`src/rtl/nft_pkg.sv`:
```
package nft_pkg;

  typedef enum logic {
    MODE_NARROW = 1'b0,
    MODE_WIDE   = 1'b1
  } nft_mode_e;

  typedef struct packed {
    logic      en;
    nft_mode_e mode;
    logic      lo;
    logic      hi;
  } nft_wr_t;

endpackage

```
`src/rtl/nft_occ_store.sv`:
```
module nft_occ_store #(
  parameter int ENTRIES = 64,
  localparam int AW = $clog2(ENTRIES)
) (
  input  logic                 clk,
  input  logic                 rst,
  input  nft_pkg::nft_wr_t     wr,
  input  logic [AW-1:0]        wr_addr,
  output logic [ENTRIES-1:0]   occ,
  output logic                 mix_err
);
  import nft_pkg::*;

  logic          wide_val;
  logic [AW-1:0] even_addr;
  logic [AW-1:0] odd_addr;

  always_comb begin
    wide_val  = wr.lo | wr.hi;
    even_addr = {wr_addr[AW-1:1], 1'b0};
    odd_addr  = {wr_addr[AW-1:1], 1'b1};
    mix_err   = wr.en & (wr.mode == MODE_WIDE) & (wr.lo ^ wr.hi);
  end

  always_ff @(posedge clk) begin
    if (rst) begin
      occ <= '0;
    end else if (wr.en) begin
      if (wr.mode == MODE_WIDE) begin
        occ[even_addr] <= wide_val;
        occ[odd_addr]  <= wide_val;
      end else begin
        occ[wr_addr] <= wr.lo;
      end
    end
  end

endmodule

```
`src/rtl/nft_first_free.sv`:
```
module nft_first_free #(
  parameter int N = 64,
  localparam int W = $clog2(N),
  localparam int NODES = 2 * N - 1
) (
  input  logic [N-1:0] taken,
  output logic         found,
  output logic [W-1:0] idx
);

  logic         nv [NODES];
  logic [W-1:0] ni [NODES];

  for (genvar i = 0; i < N; i++) begin : g_leaf
    assign nv[N-1+i] = ~taken[i];
    assign ni[N-1+i] = W'(i);
  end

  for (genvar j = 0; j < N - 1; j++) begin : g_node
    assign nv[j] = nv[2*j+1] | nv[2*j+2];
    assign ni[j] = nv[2*j+1] ? ni[2*j+1] : ni[2*j+2];
  end

  assign found = nv[0];
  assign idx   = ni[0];

endmodule

```
`src/rtl/next_free_tracker.sv`:
```
module next_free_tracker #(
  parameter int ENTRIES = 64,
  localparam int AW = $clog2(ENTRIES),
  localparam int PAIRS = ENTRIES / 2,
  localparam int PW = AW - 1
) (
  input  logic          clk,
  input  logic          rst,
  input  logic          mode_wide,
  input  logic          cmd_valid,
  input  logic [AW-1:0] cmd_addr,
  input  logic          cmd_occ_lo,
  input  logic          cmd_occ_hi,
  output logic [AW-1:0] next_free,
  output logic          full,
  output logic          busy,
  output logic          pair_err
);
  import nft_pkg::*;

  nft_wr_t            wr;
  logic [ENTRIES-1:0] occ;
  logic [PAIRS-1:0]   pair_occ;
  logic               mix_err;
  logic               n_found;
  logic [AW-1:0]      n_idx;
  logic               w_found;
  logic [PW-1:0]      w_idx;

  always_comb begin
    wr.en   = cmd_valid;
    wr.mode = mode_wide ? MODE_WIDE : MODE_NARROW;
    wr.lo   = cmd_occ_lo;
    wr.hi   = cmd_occ_hi;
  end

  nft_occ_store #(.ENTRIES(ENTRIES)) u_store (
    .clk     (clk),
    .rst     (rst),
    .wr      (wr),
    .wr_addr (cmd_addr),
    .occ     (occ),
    .mix_err (mix_err)
  );

  for (genvar k = 0; k < PAIRS; k++) begin : g_pair
    assign pair_occ[k] = occ[2*k] | occ[2*k+1];
  end

  nft_first_free #(.N(ENTRIES)) u_narrow (
    .taken (occ),
    .found (n_found),
    .idx   (n_idx)
  );

  nft_first_free #(.N(PAIRS)) u_wide (
    .taken (pair_occ),
    .found (w_found),
    .idx   (w_idx)
  );

  always_ff @(posedge clk) begin
    if (rst) begin
      next_free <= '0;
      full      <= 1'b0;
      busy      <= 1'b0;
      pair_err  <= 1'b0;
    end else begin
      busy <= cmd_valid;
      if (mix_err) pair_err <= 1'b1;
      if (wr.mode == MODE_WIDE) begin
        full      <= ~w_found;
        next_free <= w_found ? {w_idx, 1'b0} : '0;
      end else begin
        full      <= ~n_found;
        next_free <= n_found ? n_idx : '0;
      end
    end
  end

endmodule

```
`config.mk`:
```
export PLATFORM = sky130hd
export DESIGN_NAME = next_free_tracker
export DESIGN_NICKNAME = d
export VERILOG_FILES = /design/src/rtl/nft_pkg.sv /design/src/rtl/nft_occ_store.sv /design/src/rtl/nft_first_free.sv /design/src/rtl/next_free_tracker.sv
export SDC_FILE = /design/constraint.sdc
export NUM_CORES = 1
export LEC_CHECK = 0
export ABC_CLOCK_PERIOD_IN_PS = 3430
export BUFFER_PORTS_ARGS = -buffer_cell sky130_fd_sc_hd__clkbuf_2
export CAP_MARGIN = 25
export CORE_MARGIN = 1
export CORE_UTILIZATION = 28
export CTS_CLUSTER_SIZE = 12
export DETAILED_ROUTE_END_ITERATION = 7
export GPL_TIMING_DRIVEN = 1
export MAX_ROUTING_LAYER = met4
export PLACE_DENSITY_LB_ADDON = 0.2
export SETUP_SLACK_MARGIN = 0.02
export SYNTH_ARGS = -nofsm -noshare
export SYNTH_HDL_FRONTEND = slang
export SYNTH_HIERARCHICAL = 1
export SYNTH_SLANG_ARGS = --single-unit
export TNS_END_PERCENT = 50
```
`constraint.sdc`:
```
create_clock -name clk -period 3.43 [get_ports clk]
set_input_delay 0.1715 -clock clk [delete_from_list [all_inputs] [get_ports clk]]
set_output_delay 0.1715 -clock clk [all_outputs]
set_load 0.01 [all_outputs]
```
==> results.ini <==
[clock_network]
clk_tree_root_cell=sky130_fd_sc_hd__clkbuf_16
clkLatencyLatePin_ps=340
cts_buffers=9
tritoncts=yes
path_clk_slew_ps=50
htreeDepth=3
postCtsSetupBuffers=0
cts_hold_repair.buffers=0
count_of_clock_tree_sinks=73
clock_path_buffers=2
post_cts_resize_count=0

[placed_design]
place_hpwl_um=10050
placement.io_buffers=20
gp_congestion=0.8599

[die]
die_width_um=125.8
core_area_um2=14750
row_count=44
design.die.area_um2=15810
die_height_um=125.8
initial_core_util_pct=29.06
pin_count=21

[sta]
timing.final.max_slew_violations=0
timing.fmax_mhz=417.5
finalSetupTns_ps=0
grt_setup_unrepaired=no
timing_hold_violations_final=0
final_min_period_over_clock_period_pct=69.83
timing.slew.headroom_pct=28.93
clock-skew-final_ps=4.651
transition_at_the_pin_with_the_smallest_max_transition_slack_ps=1060
finalWorstPathRequiredPeriod_ps=2395
setup_violations=0

[critical_path]
timing.critical_path.to_type=flop
crit_path_start_kind=flop
critical_path_peak_fanout=7
worstPathArrival_ps=2610
crit_required_ps=3650
worst-setup-path-type=reg -> reg

[power_and_ir_drop]
p_total_mw=1.933
vdd.ir_drop.worst_mv=0.2477
pwr_density_cell_nw_per_um2=400.6
static-leakage-power_nw=1.570

[global_routing]
largest_net_degree_at_the_start_of_global_routing=39
grt.total_usage_pct=19.37
grt_pass1_vias=3902
wire_length_of_the_first_global_routing_pass_um=22790
antenna_found_initial=0
global_route.overflow_total=0

[layout]
count_of_antenna_diodes_in_the_layout=0
final_util_pct=32.71
final_layout_size_suffix_gt1_share_pct=18.10
num-nets-final=533
most_common_cell_after_layout_fill_and_taps_aside=sky130_fd_sc_hd__dfxtp_1
fill_cells=1569
layout.cells.most_common_list=sky130_fd_sc_hd__dfxtp_1 (73), sky130_fd_sc_hd__o21ai_0 (57), sky130_fd_sc_hd__or2_2 (34), sky130_fd_sc_hd__nand2_1 (34), sky130_fd_sc_hd__o311ai_0 (33)
multi_input_area_um2=2594
syn_to_final_growth_pct=12.55
layout.area.seq_um2=1461

[yosys]
synth_edf_count=0
yosys.cell_types.count=66
synth_sequential_area_ratio_pct=34.08
ys_async_sr_fraction_pct=0
post-synth-top-area-cell=sky130_fd_sc_hd__dfxtp_1
synth_top_area_share_pct=34.08
syn_avg_cell_area_um2=8.391
syn-cell-area_um2=4288
netlist_top_cells_area=sky130_fd_sc_hd__dfxtp_1 (34%), sky130_fd_sc_hd__o21ai_0 (6.9%), sky130_fd_sc_hd__o311ai_0 (6.7%)
netlist_instances=511
ys.warnings.count=6
synth-seq-cells=73
synthesis.nets=524
synth_ff_type=sky130_fd_sc_hd__dfxtp_1

[route]
dr.max_layer_used=met4
drt_iter0_markers=407
route.vias.total=4286
drt-vias-per-instance=6.045
detail_route.wirelength.met1_um=6672
routed_wire_length_per_instance_um=20.56
met2WireLength_um=6404
first_pass_iters=5
wl_um=14580
drt.antenna.violating_nets=0
sum_of_met3_wire_segment_lengths_after_detailed_routing_um=1282
detail_route.drc_violations=0

[job]
drv_cap=0

[run_status]
run_status=finished clean

[worst_hold_path]
worstHoldPathType=in -> reg

-- through the flow --
stage	cells	area, um^2	hold WS (ps)	worst slack (ps)
final	709	4826	174.9	1035
after global routing	709	4826	191.8	907.5
after CTS	707	4811	166.2	1066
after detailed placement	691	4521	467.5	1092
after global placement	690	4506	463.3	1125
after floorplan	511	4288	299.7	1641
-- worst paths after layout --
path / start / to / slack, ps / cells past startpoint
hold / removal: cmd_valid / busy$_SDFF_PP0_ / 170 / 2
hold reg to reg: pair_err$_SDFFE_PP0P_ / pair_err$_SDFFE_PP0P_ / 470 / 2
setup reg to reg: u_store/occ[12]$_SDFFE_PP0P_ / next_free[0]$_SDFF_PP0_ / 1030 / 6
setup / recovery: u_store/occ[12]$_SDFFE_PP0P_ / next_free[0]$_SDFF_PP0_ / 1030 / 6
-- flip-flops by register name (all words and copies together), names as in the netlist --
signal,flops
u_store/occ,64
next_free,6
full,1
busy,1
pair_err,1
-- cells in the mapped netlist (all sizes together), types with 5 or more instances --
cell type  count
buf           13
nand4         20
nand3b         8
a21oi         11
clkbuf        18
nand4bb        6
inv           19
or2           34
a31oi          7
o21ai         85
nand4b         5
nor2b          7
nand2         34
and4           7
a21boi         7
nand2b         6
nand3         15
o211ai        19
dfxtp         73
o311ai        49
nor2          11
-- worst max-delay path, stage by stage, from the launching register on --
cell and delay (ps):
sky130_fd_sc_hd__dfxtp_1 400, sky130_fd_sc_hd__nand4_1 250, sky130_fd_sc_hd__nor4_2 510, sky130_fd_sc_hd__and2_1 420
sky130_fd_sc_hd__nand2_1 240, sky130_fd_sc_hd__and2b_2 270, sky130_fd_sc_hd__and3b_1 190
-- area by class of cell --
type / instances / share of cell area, %
Clock buffer: 13 / 5.185
Clock inverter: 3 / 0.8297
Inverter: 20 / 1.556
Multi-Input combinational cell: 387 / 53.75
Sequential cell: 73 / 30.28
Tap cell: 184 / 4.771
Timing Repair Buffer: 29 / 3.630
-- metal layers --
| layer | GRT usage (%) | up-vias |
|---|---|---|
| met1 | 26.26 | 2044 |
| met3 | 4.376 | 21 |
| met5 | - | - |
| met2 | 29.08 | 191 |
| li1 | - | 2030 |
| met4 | 4.678 | 0 |
-- cells by family after synthesis --
logic type | share of synthesized area, %
and+or+nand+nor | 27.84
AOI/OAI and AO/OA | 32.30
buffers and inverters | 5.486
adders and majority gates | 0.2918
DFF | 34.08
-- power breakdown --
group / internal (mW) / switching [mW] / total (mW)
registers: 0.856 / 0.00700 / 0.863
clock network: 0.581 / 0.351 / 0.932
logic: 0.0358 / 0.103 / 0.139
No activity file was read; power rests on OpenSTA's default activity.
